**src/rtl/tmr_pkg.sv**
```systemverilog
package tmr_pkg;

   typedef enum logic [1:0] {
      MD_TERM   = 2'd0,
      MD_RATE   = 2'd1,
      MD_STROBE = 2'd2
   } tmr_mode_e;

   typedef struct packed {
      logic      prog;
      logic      latch;
      tmr_mode_e mode;
   } tmr_cmd_s;

   // Command byte: [7:6] channel select, [5:4] access kind, [3:1] mode, [0] BCD
   function automatic tmr_cmd_s decode_cmd(input logic [7:0] b);
      tmr_cmd_s c;
      c.prog  = 1'b0;
      c.latch = 1'b0;
      c.mode  = MD_RATE;
      if (b[7:6] == 2'b00) begin
         if (b[5:4] == 2'b00) begin
            c.latch = 1'b1;
         end else if (b[5:4] == 2'b11 && !b[0]) begin
            case (b[3:1])
               3'b000:  begin c.prog = 1'b1; c.mode = MD_TERM;   end
               3'b010:  begin c.prog = 1'b1; c.mode = MD_RATE;   end
               3'b100:  begin c.prog = 1'b1; c.mode = MD_STROBE; end
               default: ;
            endcase
         end
      end
      return c;
   endfunction

endpackage

```
**src/rtl/tmr_bus_if.sv**
```systemverilog
module tmr_bus_if
   import tmr_pkg::*;
#(
   parameter int unsigned BUS_W = 8,
   parameter int unsigned CNT_W = 16
) (
   input  logic             clk,
   input  logic             rst_n,
   input  logic             wr_en,
   input  logic             rd_en,
   input  logic             sel_cmd,
   input  logic [BUS_W-1:0] wdata,
   output logic             cmd_prog,
   output logic             cmd_latch,
   output tmr_mode_e        cmd_mode,
   output logic             cnt_load,
   output logic [CNT_W-1:0] cnt_word,
   output logic             wr_ptr,
   output logic             rd_ptr,
   output logic             rd_hi_fire
);

   tmr_cmd_s         cmd_c;
   logic             cmd_fire;
   logic             data_wr;
   logic             data_rd;
   logic [BUS_W-1:0] lo_q;

   assign cmd_c     = decode_cmd(wdata);
   assign cmd_fire  = wr_en && sel_cmd;
   assign data_wr   = wr_en && !sel_cmd;
   assign data_rd   = rd_en && !sel_cmd;
   assign cmd_prog  = cmd_fire && cmd_c.prog;
   assign cmd_latch = cmd_fire && cmd_c.latch;
   assign cmd_mode  = cmd_c.mode;

   assign cnt_load   = data_wr && wr_ptr;
   assign cnt_word   = {wdata, lo_q};
   assign rd_hi_fire = data_rd && rd_ptr;

   always_ff @(posedge clk or negedge rst_n) begin
      if (!rst_n) begin
         wr_ptr <= 1'b0;
         rd_ptr <= 1'b0;
         lo_q   <= '0;
      end else if (cmd_prog || cmd_latch) begin
         wr_ptr <= 1'b0;
         rd_ptr <= 1'b0;
      end else begin
         if (data_wr) begin
            if (!wr_ptr) lo_q <= wdata;
            wr_ptr <= !wr_ptr;
         end
         if (data_rd) rd_ptr <= !rd_ptr;
      end
   end

endmodule

```
**src/rtl/tmr_core.sv**
```systemverilog
module tmr_core
   import tmr_pkg::*;
#(
   parameter int unsigned CNT_W = 16
) (
   input  logic             clk,
   input  logic             rst_n,
   input  logic             prog,
   input  tmr_mode_e        mode_in,
   input  logic             load,
   input  logic [CNT_W-1:0] load_val,
   output logic [CNT_W-1:0] cnt,
   output logic [CNT_W-1:0] reload,
   output tmr_mode_e        mode_q,
   output logic             out
);

   localparam logic [CNT_W-1:0] CNT_ONE = CNT_W'(1);

   logic run_q;
   logic done_q;
   logic arm_q;
   logic fire_q;
   logic at_one;

   assign at_one = run_q && (cnt == CNT_ONE);

   always_ff @(posedge clk or negedge rst_n) begin
      if (!rst_n) begin
         mode_q <= MD_RATE;
         cnt    <= '0;
         reload <= '0;
         run_q  <= 1'b0;
         done_q <= 1'b0;
         arm_q  <= 1'b0;
         fire_q <= 1'b0;
      end else if (prog) begin
         mode_q <= mode_in;
         run_q  <= 1'b0;
         done_q <= 1'b0;
         arm_q  <= 1'b0;
         fire_q <= 1'b0;
      end else if (load) begin
         cnt    <= load_val;
         reload <= load_val;
         run_q  <= 1'b1;
         done_q <= 1'b0;
         arm_q  <= 1'b1;
         fire_q <= 1'b0;
      end else if (run_q) begin
         if (mode_q == MD_RATE && at_one) cnt <= reload;
         else                             cnt <= cnt - CNT_ONE;
         if (mode_q == MD_TERM && at_one) done_q <= 1'b1;
         fire_q <= (mode_q == MD_STROBE) && arm_q && at_one;
         if (at_one) arm_q <= 1'b0;
      end
   end

   always_comb begin
      case (mode_q)
         MD_TERM:   out = done_q;
         MD_STROBE: out = !fire_q;
         default:   out = !at_one;
      endcase
   end

endmodule

```
**src/rtl/tmr_latch.sv**
```systemverilog
module tmr_latch #(
   parameter int unsigned BUS_W = 8,
   parameter int unsigned CNT_W = 16
) (
   input  logic             clk,
   input  logic             rst_n,
   input  logic             clr,
   input  logic             cap,
   input  logic             rel,
   input  logic             rd_ptr,
   input  logic [CNT_W-1:0] cnt,
   output logic             held,
   output logic [CNT_W-1:0] hold,
   output logic [BUS_W-1:0] rdata
);

   logic [CNT_W-1:0] src;

   always_ff @(posedge clk or negedge rst_n) begin
      if (!rst_n) begin
         held <= 1'b0;
         hold <= '0;
      end else if (clr) begin
         held <= 1'b0;
      end else if (cap && !held) begin
         held <= 1'b1;
         hold <= cnt;
      end else if (rel) begin
         held <= 1'b0;
      end
   end

   assign src   = held ? hold : cnt;
   assign rdata = rd_ptr ? src[CNT_W-1:BUS_W] : src[BUS_W-1:0];

endmodule

```
**src/rtl/tmr_chan.sv**
```systemverilog
module tmr_chan
   import tmr_pkg::*;
#(
   parameter int unsigned BUS_W = 8,
   parameter int unsigned CNT_W = 16
) (
   input  logic             clk,
   input  logic             rst_n,
   input  logic             wr_en,
   input  logic             rd_en,
   input  logic             sel_cmd,
   input  logic [BUS_W-1:0] wdata,
   output logic [BUS_W-1:0] rdata,
   output logic             tmr_out
);

   if (BUS_W != 8) begin : g_bus_bad
      $error("tmr_chan: command decode needs an 8-bit bus");
   end
   if (CNT_W != 2 * BUS_W) begin : g_cnt_bad
      $error("tmr_chan: count must be exactly two bus bytes wide");
   end

   logic             prog_w;
   logic             latch_w;
   tmr_mode_e        cmd_mode_w;
   logic             load_w;
   logic [CNT_W-1:0] word_w;
   logic             wr_ptr_w;
   logic             rd_ptr_w;
   logic             rel_w;
   logic [CNT_W-1:0] cnt_w;
   logic [CNT_W-1:0] reload_w;
   tmr_mode_e        mode_w;
   logic             held_w;
   logic [CNT_W-1:0] hold_w;
   logic             cmd_ok_w;

   assign cmd_ok_w = prog_w || latch_w;

   tmr_bus_if #(.BUS_W(BUS_W), .CNT_W(CNT_W)) u_bus (
      .clk        (clk),
      .rst_n      (rst_n),
      .wr_en      (wr_en),
      .rd_en      (rd_en),
      .sel_cmd    (sel_cmd),
      .wdata      (wdata),
      .cmd_prog   (prog_w),
      .cmd_latch  (latch_w),
      .cmd_mode   (cmd_mode_w),
      .cnt_load   (load_w),
      .cnt_word   (word_w),
      .wr_ptr     (wr_ptr_w),
      .rd_ptr     (rd_ptr_w),
      .rd_hi_fire (rel_w)
   );

   tmr_core #(.CNT_W(CNT_W)) u_core (
      .clk      (clk),
      .rst_n    (rst_n),
      .prog     (prog_w),
      .mode_in  (cmd_mode_w),
      .load     (load_w),
      .load_val (word_w),
      .cnt      (cnt_w),
      .reload   (reload_w),
      .mode_q   (mode_w),
      .out      (tmr_out)
   );

   tmr_latch #(.BUS_W(BUS_W), .CNT_W(CNT_W)) u_latch (
      .clk    (clk),
      .rst_n  (rst_n),
      .clr    (prog_w),
      .cap    (latch_w),
      .rel    (rel_w),
      .rd_ptr (rd_ptr_w),
      .cnt    (cnt_w),
      .held   (held_w),
      .hold   (hold_w),
      .rdata  (rdata)
   );

endmodule

```
**config.mk**
```make
export PLATFORM = sky130hd
export DESIGN_NAME = tmr_chan
export DESIGN_NICKNAME = d
export VERILOG_FILES = /design/src/rtl/tmr_pkg.sv /design/src/rtl/tmr_bus_if.sv /design/src/rtl/tmr_core.sv /design/src/rtl/tmr_latch.sv /design/src/rtl/tmr_chan.sv
export SDC_FILE = /design/constraint.sdc
export NUM_CORES = 1
export LEC_CHECK = 0
export ABC_AREA = 0
export BUFFER_PORTS_ARGS = -buffer_cell sky130_fd_sc_hd__buf_2
export CAP_MARGIN = 10
export CORE_MARGIN = 2
export CORE_UTILIZATION = 54
export CTS_CLUSTER_DIAMETER = 80
export CTS_CLUSTER_SIZE = 16
export DETAILED_ROUTE_END_ITERATION = 6
export GPL_TIMING_DRIVEN = 0
export PLACE_DENSITY = 0.75
export SLEW_MARGIN = 20
export SYNTH_ARGS = -nofsm -noshare
export SYNTH_HDL_FRONTEND = slang
export SYNTH_SLANG_ARGS = --single-unit
```
**constraint.sdc**
```tcl
create_clock -name clk -period 1.9 [get_ports clk]
set_input_delay 0.285 -clock clk [delete_from_list [all_inputs] [get_ports clk]]
set_output_delay 0.285 -clock clk [all_outputs]
set_load 0.02 [all_outputs]
```
==> summary.md <==
| Metric | Value |
|---|---|
| Outcome | complete, but fails checks |
| Failing checks | setup timing |
| Total core area | about 6000 um2 |
| Power Density | 1530 nW/um2 |
| Finished Cell Area | ~4200 um2 |
| Slowest-stage cell, CP | dfrtp_1 |
| Via/cell ratio | 6.37 |
| EDFF count, synth | 0 |
| Largest net degree at the start of global routing | 34 |
| Vias in the first global route | approximately 2600 |
| FMAX | roughly 0.45 GHz |
| YS warnings | 0 |
| ANT cells | 0 |
| Final core occ | 0.718 |
| P&R area growth vs syn | 28.6% |
| Sequential fraction of the synthesis area | 0.495 |
| Cells after Synth | 312 |
| Dpl ws | -0.655 ns |
| Crit end category | flop |
| Total die area | 6720 um2 |
| Family with the most delay on the worst path | simple AND/OR/NAND/NOR gates |
| Flop-to-flop setup slack | -0.34 ns |
| DP Area | approximately 3500 um2 |
| Detail Route Antenna Nets | 0 |
| MaxCap Viol Count | 0 |
| RSZ-0062 raised after global routing | yes |
| DRC Markers | 0 |
| I/O Buffers | 21 |
| Clk_skew | approximately 0.0083 ns |
| Least-Margin Pin Slew | about 0.81 ns |
| CTS tree | built |
| Rel. slew slack | 0.455 |
| I/O pin cnt | 22 |
| Final worst setup slack | -0.337 ns |
| Die width | just over 80 um |
| Syn_nets | between 300 and 400 |
| Routed wire length | roughly 9700 um |
| Die height | a little over 80 um |
| Share of cells above drive strength 1 | 0.406 |
| Synth Flop Type | dfrtp_1 |
| Clk pwr share | 0.156 |
| Final Total Pwr | between 6 and 7 mW |
| Crit. path cell count | 10 |
| Row cnt | 28 |
| P_leak | about 1.9 nW |
| Bufs and invs on worst path | 4 |
| Synthesized area | 3290 um2 |
| Share of the synthesized area in the top cell type | 0.487 |
| Clock Pin Slew Worst Setup and Hold Paths | approximately 0.070 ns |
| Total number of vias | approximately 2900 |
| Synth unique cells | 52 |
| # H-tree levels | 3 |
| Worst R2R Path Depth | 10 |
| Dpl hpwl | 5790 um |
| TritonRoute pass-1 iters | 5 |
| Gr ovfl total | 0 |
| CTS Root Cell | clkbuf_8 |
| Reg2reg end | u_core.cnt[13] |
| Worst-path fanout max | 7 |
| Internal | around 3.9 mW |
| Startpoint Class | flop |
| First-pass GRT wire length | between 10000 and 15000 um |
| Commonest cells in the netlist | dfrtp_1 (64), nand2_1 (60), mux2_2 (21), nor2_1 (18), clkbuf_1 (14) |
| Type of the worst min-delay path | input pin to flop |
| RR Startpoint | u_core.cnt[1] |
| Nets | around 400 |
| Layout fillers | slightly above 400 |
| Area contributors post-synth | dfrtp_1 (49%), mux2_2 (7.2%), nand2_1 (6.9%) |
| CP peak stage delay | between 0.4 and 0.5 ns |
| TritonCTS Buffers | 9 |
| Area leader, netlist | dfrtp_1 |
| GRT Overall Usage | 0.268 |
| Combinational fraction of design power | 0.437 |
| Initial core utilization | 0.558 |
| Arrival time at the worst endpoint | roughly 2.5 ns |
| FFs w/ async S/R, synth | 1.00 |
| CP startpoint | u_core.cnt[1] |
| CTS Sinks | 65 |
| CP Cell Sequence | inv_2 -> ha_4 -> nor4bb_4 -> nand4_1 -> clkbuf_8 -> buf_6 -> nor2_4 -> buf_4 -> a221oi_2 -> o22a_1 |
| Initial antenna violation count | 0 |
| Net Switching | roughly 2.6 mW |
| Final Hold Fails | 0 |
| Worst Setup Path Type | flop to flop |
| FF+latch count, synth | 65 |
| Max VDD drop | a little over 0.8 mV |
| Routed len/inst | 21.3 um |
| Placer Congestion | roughly 0.9 |
| Max Root-Sink Buffers | 2 |
| Worst-skew pair later-pin latency | around 0.34 ns |
| Count leader, synth | dfrtp_1 |
| Final Max Slew Viols | 0 |
| Switching Share | 0.395 |
| Crit path time final | 2.24 ns |
| Mean Syn Cell Area | around 11 um2 |
| Flop pwr share | 0.407 |
| Worst path required time | between 2 and 2.5 ns |
| End of the critical path | u_core.cnt[13] |
| Initial drt markers | 400 |
| Fraction of the cycle the final worst path needs | 1.18 |
| Setup violations, final | 18 |
[layer usage]
| layer | up-vias | global-route usage | routed length, um |
|---|---|---|---|
| met5 | - | 0 | 0 |
| met4 | 0 | 0.0967 | 384 |
| met3 | 47 | 0.0462 | 809 |
| met2 | 177 | 0.428 | 4720 |
| met1 | 1414 | 0.368 | 3740 |
| li1 | 1252 | - | - |
[power groups by stage]
stage               Combinational [mW]  Sequential, mW  Clock [mW]
floorplan                         1.61            2.27           0
global placement                  1.97            2.42           0
detailed placement                2.05            2.46           0
CTS                               2.29            2.52        1.01
global route                      3.03            2.68        1.08
finish                            2.82            2.63        1.01
[cell families after synthesis]
family | after synthesis | synth area share
AND/OR/NAND/NOR | 119 | 0.171
XOR/XNOR | 10 | 0.0267
multiplexers | 39 | 0.159
adder cells (fa/ha/maj) | 2 | 0.00761
flip-flops | 65 | 0.495
AO/OA/AOI/OAI | 53 | 0.107
buffers and inverters | 24 | 0.0324
[worst min path at each step]
stage,depth (start not counted),from,to
finish,3,wdata[4],u_core.reload[12]
global route,3,wdata[7],u_core.reload[15]
floorplan,0,rst_n,u_bus.lo_q[0]
CTS,3,wdata[1],u_core.reload[9]
detailed placement,1,rst_n,u_latch.hold[10]
global placement,2,u_core.reload[3],u_core.reload[3]
[through the flow]
stage | std cells | setup TNS (ns) | hold WS (ns)
after CTS | 439 | -1.44 | 0.193
after detailed placement | 409 | -17.96 | 0.263
after global placement | 408 | -18.05 | 0.458
after global routing | 454 | -4.09 | 0.216
after floorplan | 312 | -0.377 | -0.0106
final | 454 | -3.19 | 0.194
[registers in the layout (all words and copies together), names as in the netlist]
signal         count
u_core.mode_q      2
u_bus.wr_ptr       1
u_bus.rd_ptr       1
u_core.arm_q       1
u_core.run_q       1
u_core.fire_q      1
u_bus.lo_q         8
u_core.reload     16
u_core.cnt        16
u_latch.hold      16
u_core.done_q      1
u_latch.held       1
[cell usage in the layout (no fill, tap or decap), types with 5 or more instances in the layout]
cell type  count
buf_2         21
buf_4         27
buf_6         10
clkbuf_1       9
clkbuf_8      11
dfrtp_1       51
dfrtp_2       13
mux2_2        21
mux2i_1        5
mux4_2         8
nand2_1       58
nand3_1        6
nand4_1        5
nor2_1        14
nor3_1         5
o21ai_0        7
o21ai_1        7
xnor2_1        5
[tightest hold or removal path: stages]
cell,delay (ns)
buf_2,0.12
nand2_1,0.05
nand2_1,0.05
[cell type report]
type,instances,area (um2),share of cell area
Inverter,6,25.0,0.00592
Buffer,11,65.1,0.0154
Sequential cell,65,1640,0.389
Multi-Input combinational cell,223,1800,0.426
Clock inverter,1,5.00,0.00118
Timing Repair Buffer,58,437,0.103
Tap cell,75,93.8,0.0222
Clock buffer,15,156,0.0370
[repair_timing]
item,in CTS,in global routing
gates resized for setup,24,62
endpoints found under the hold margin,32,0
pin swaps,6,19
setup endpoints to repair,42,28
buffers inserted,18,19
hold buffers,1,0
No activity file was read; power rests on OpenSTA's default activity.
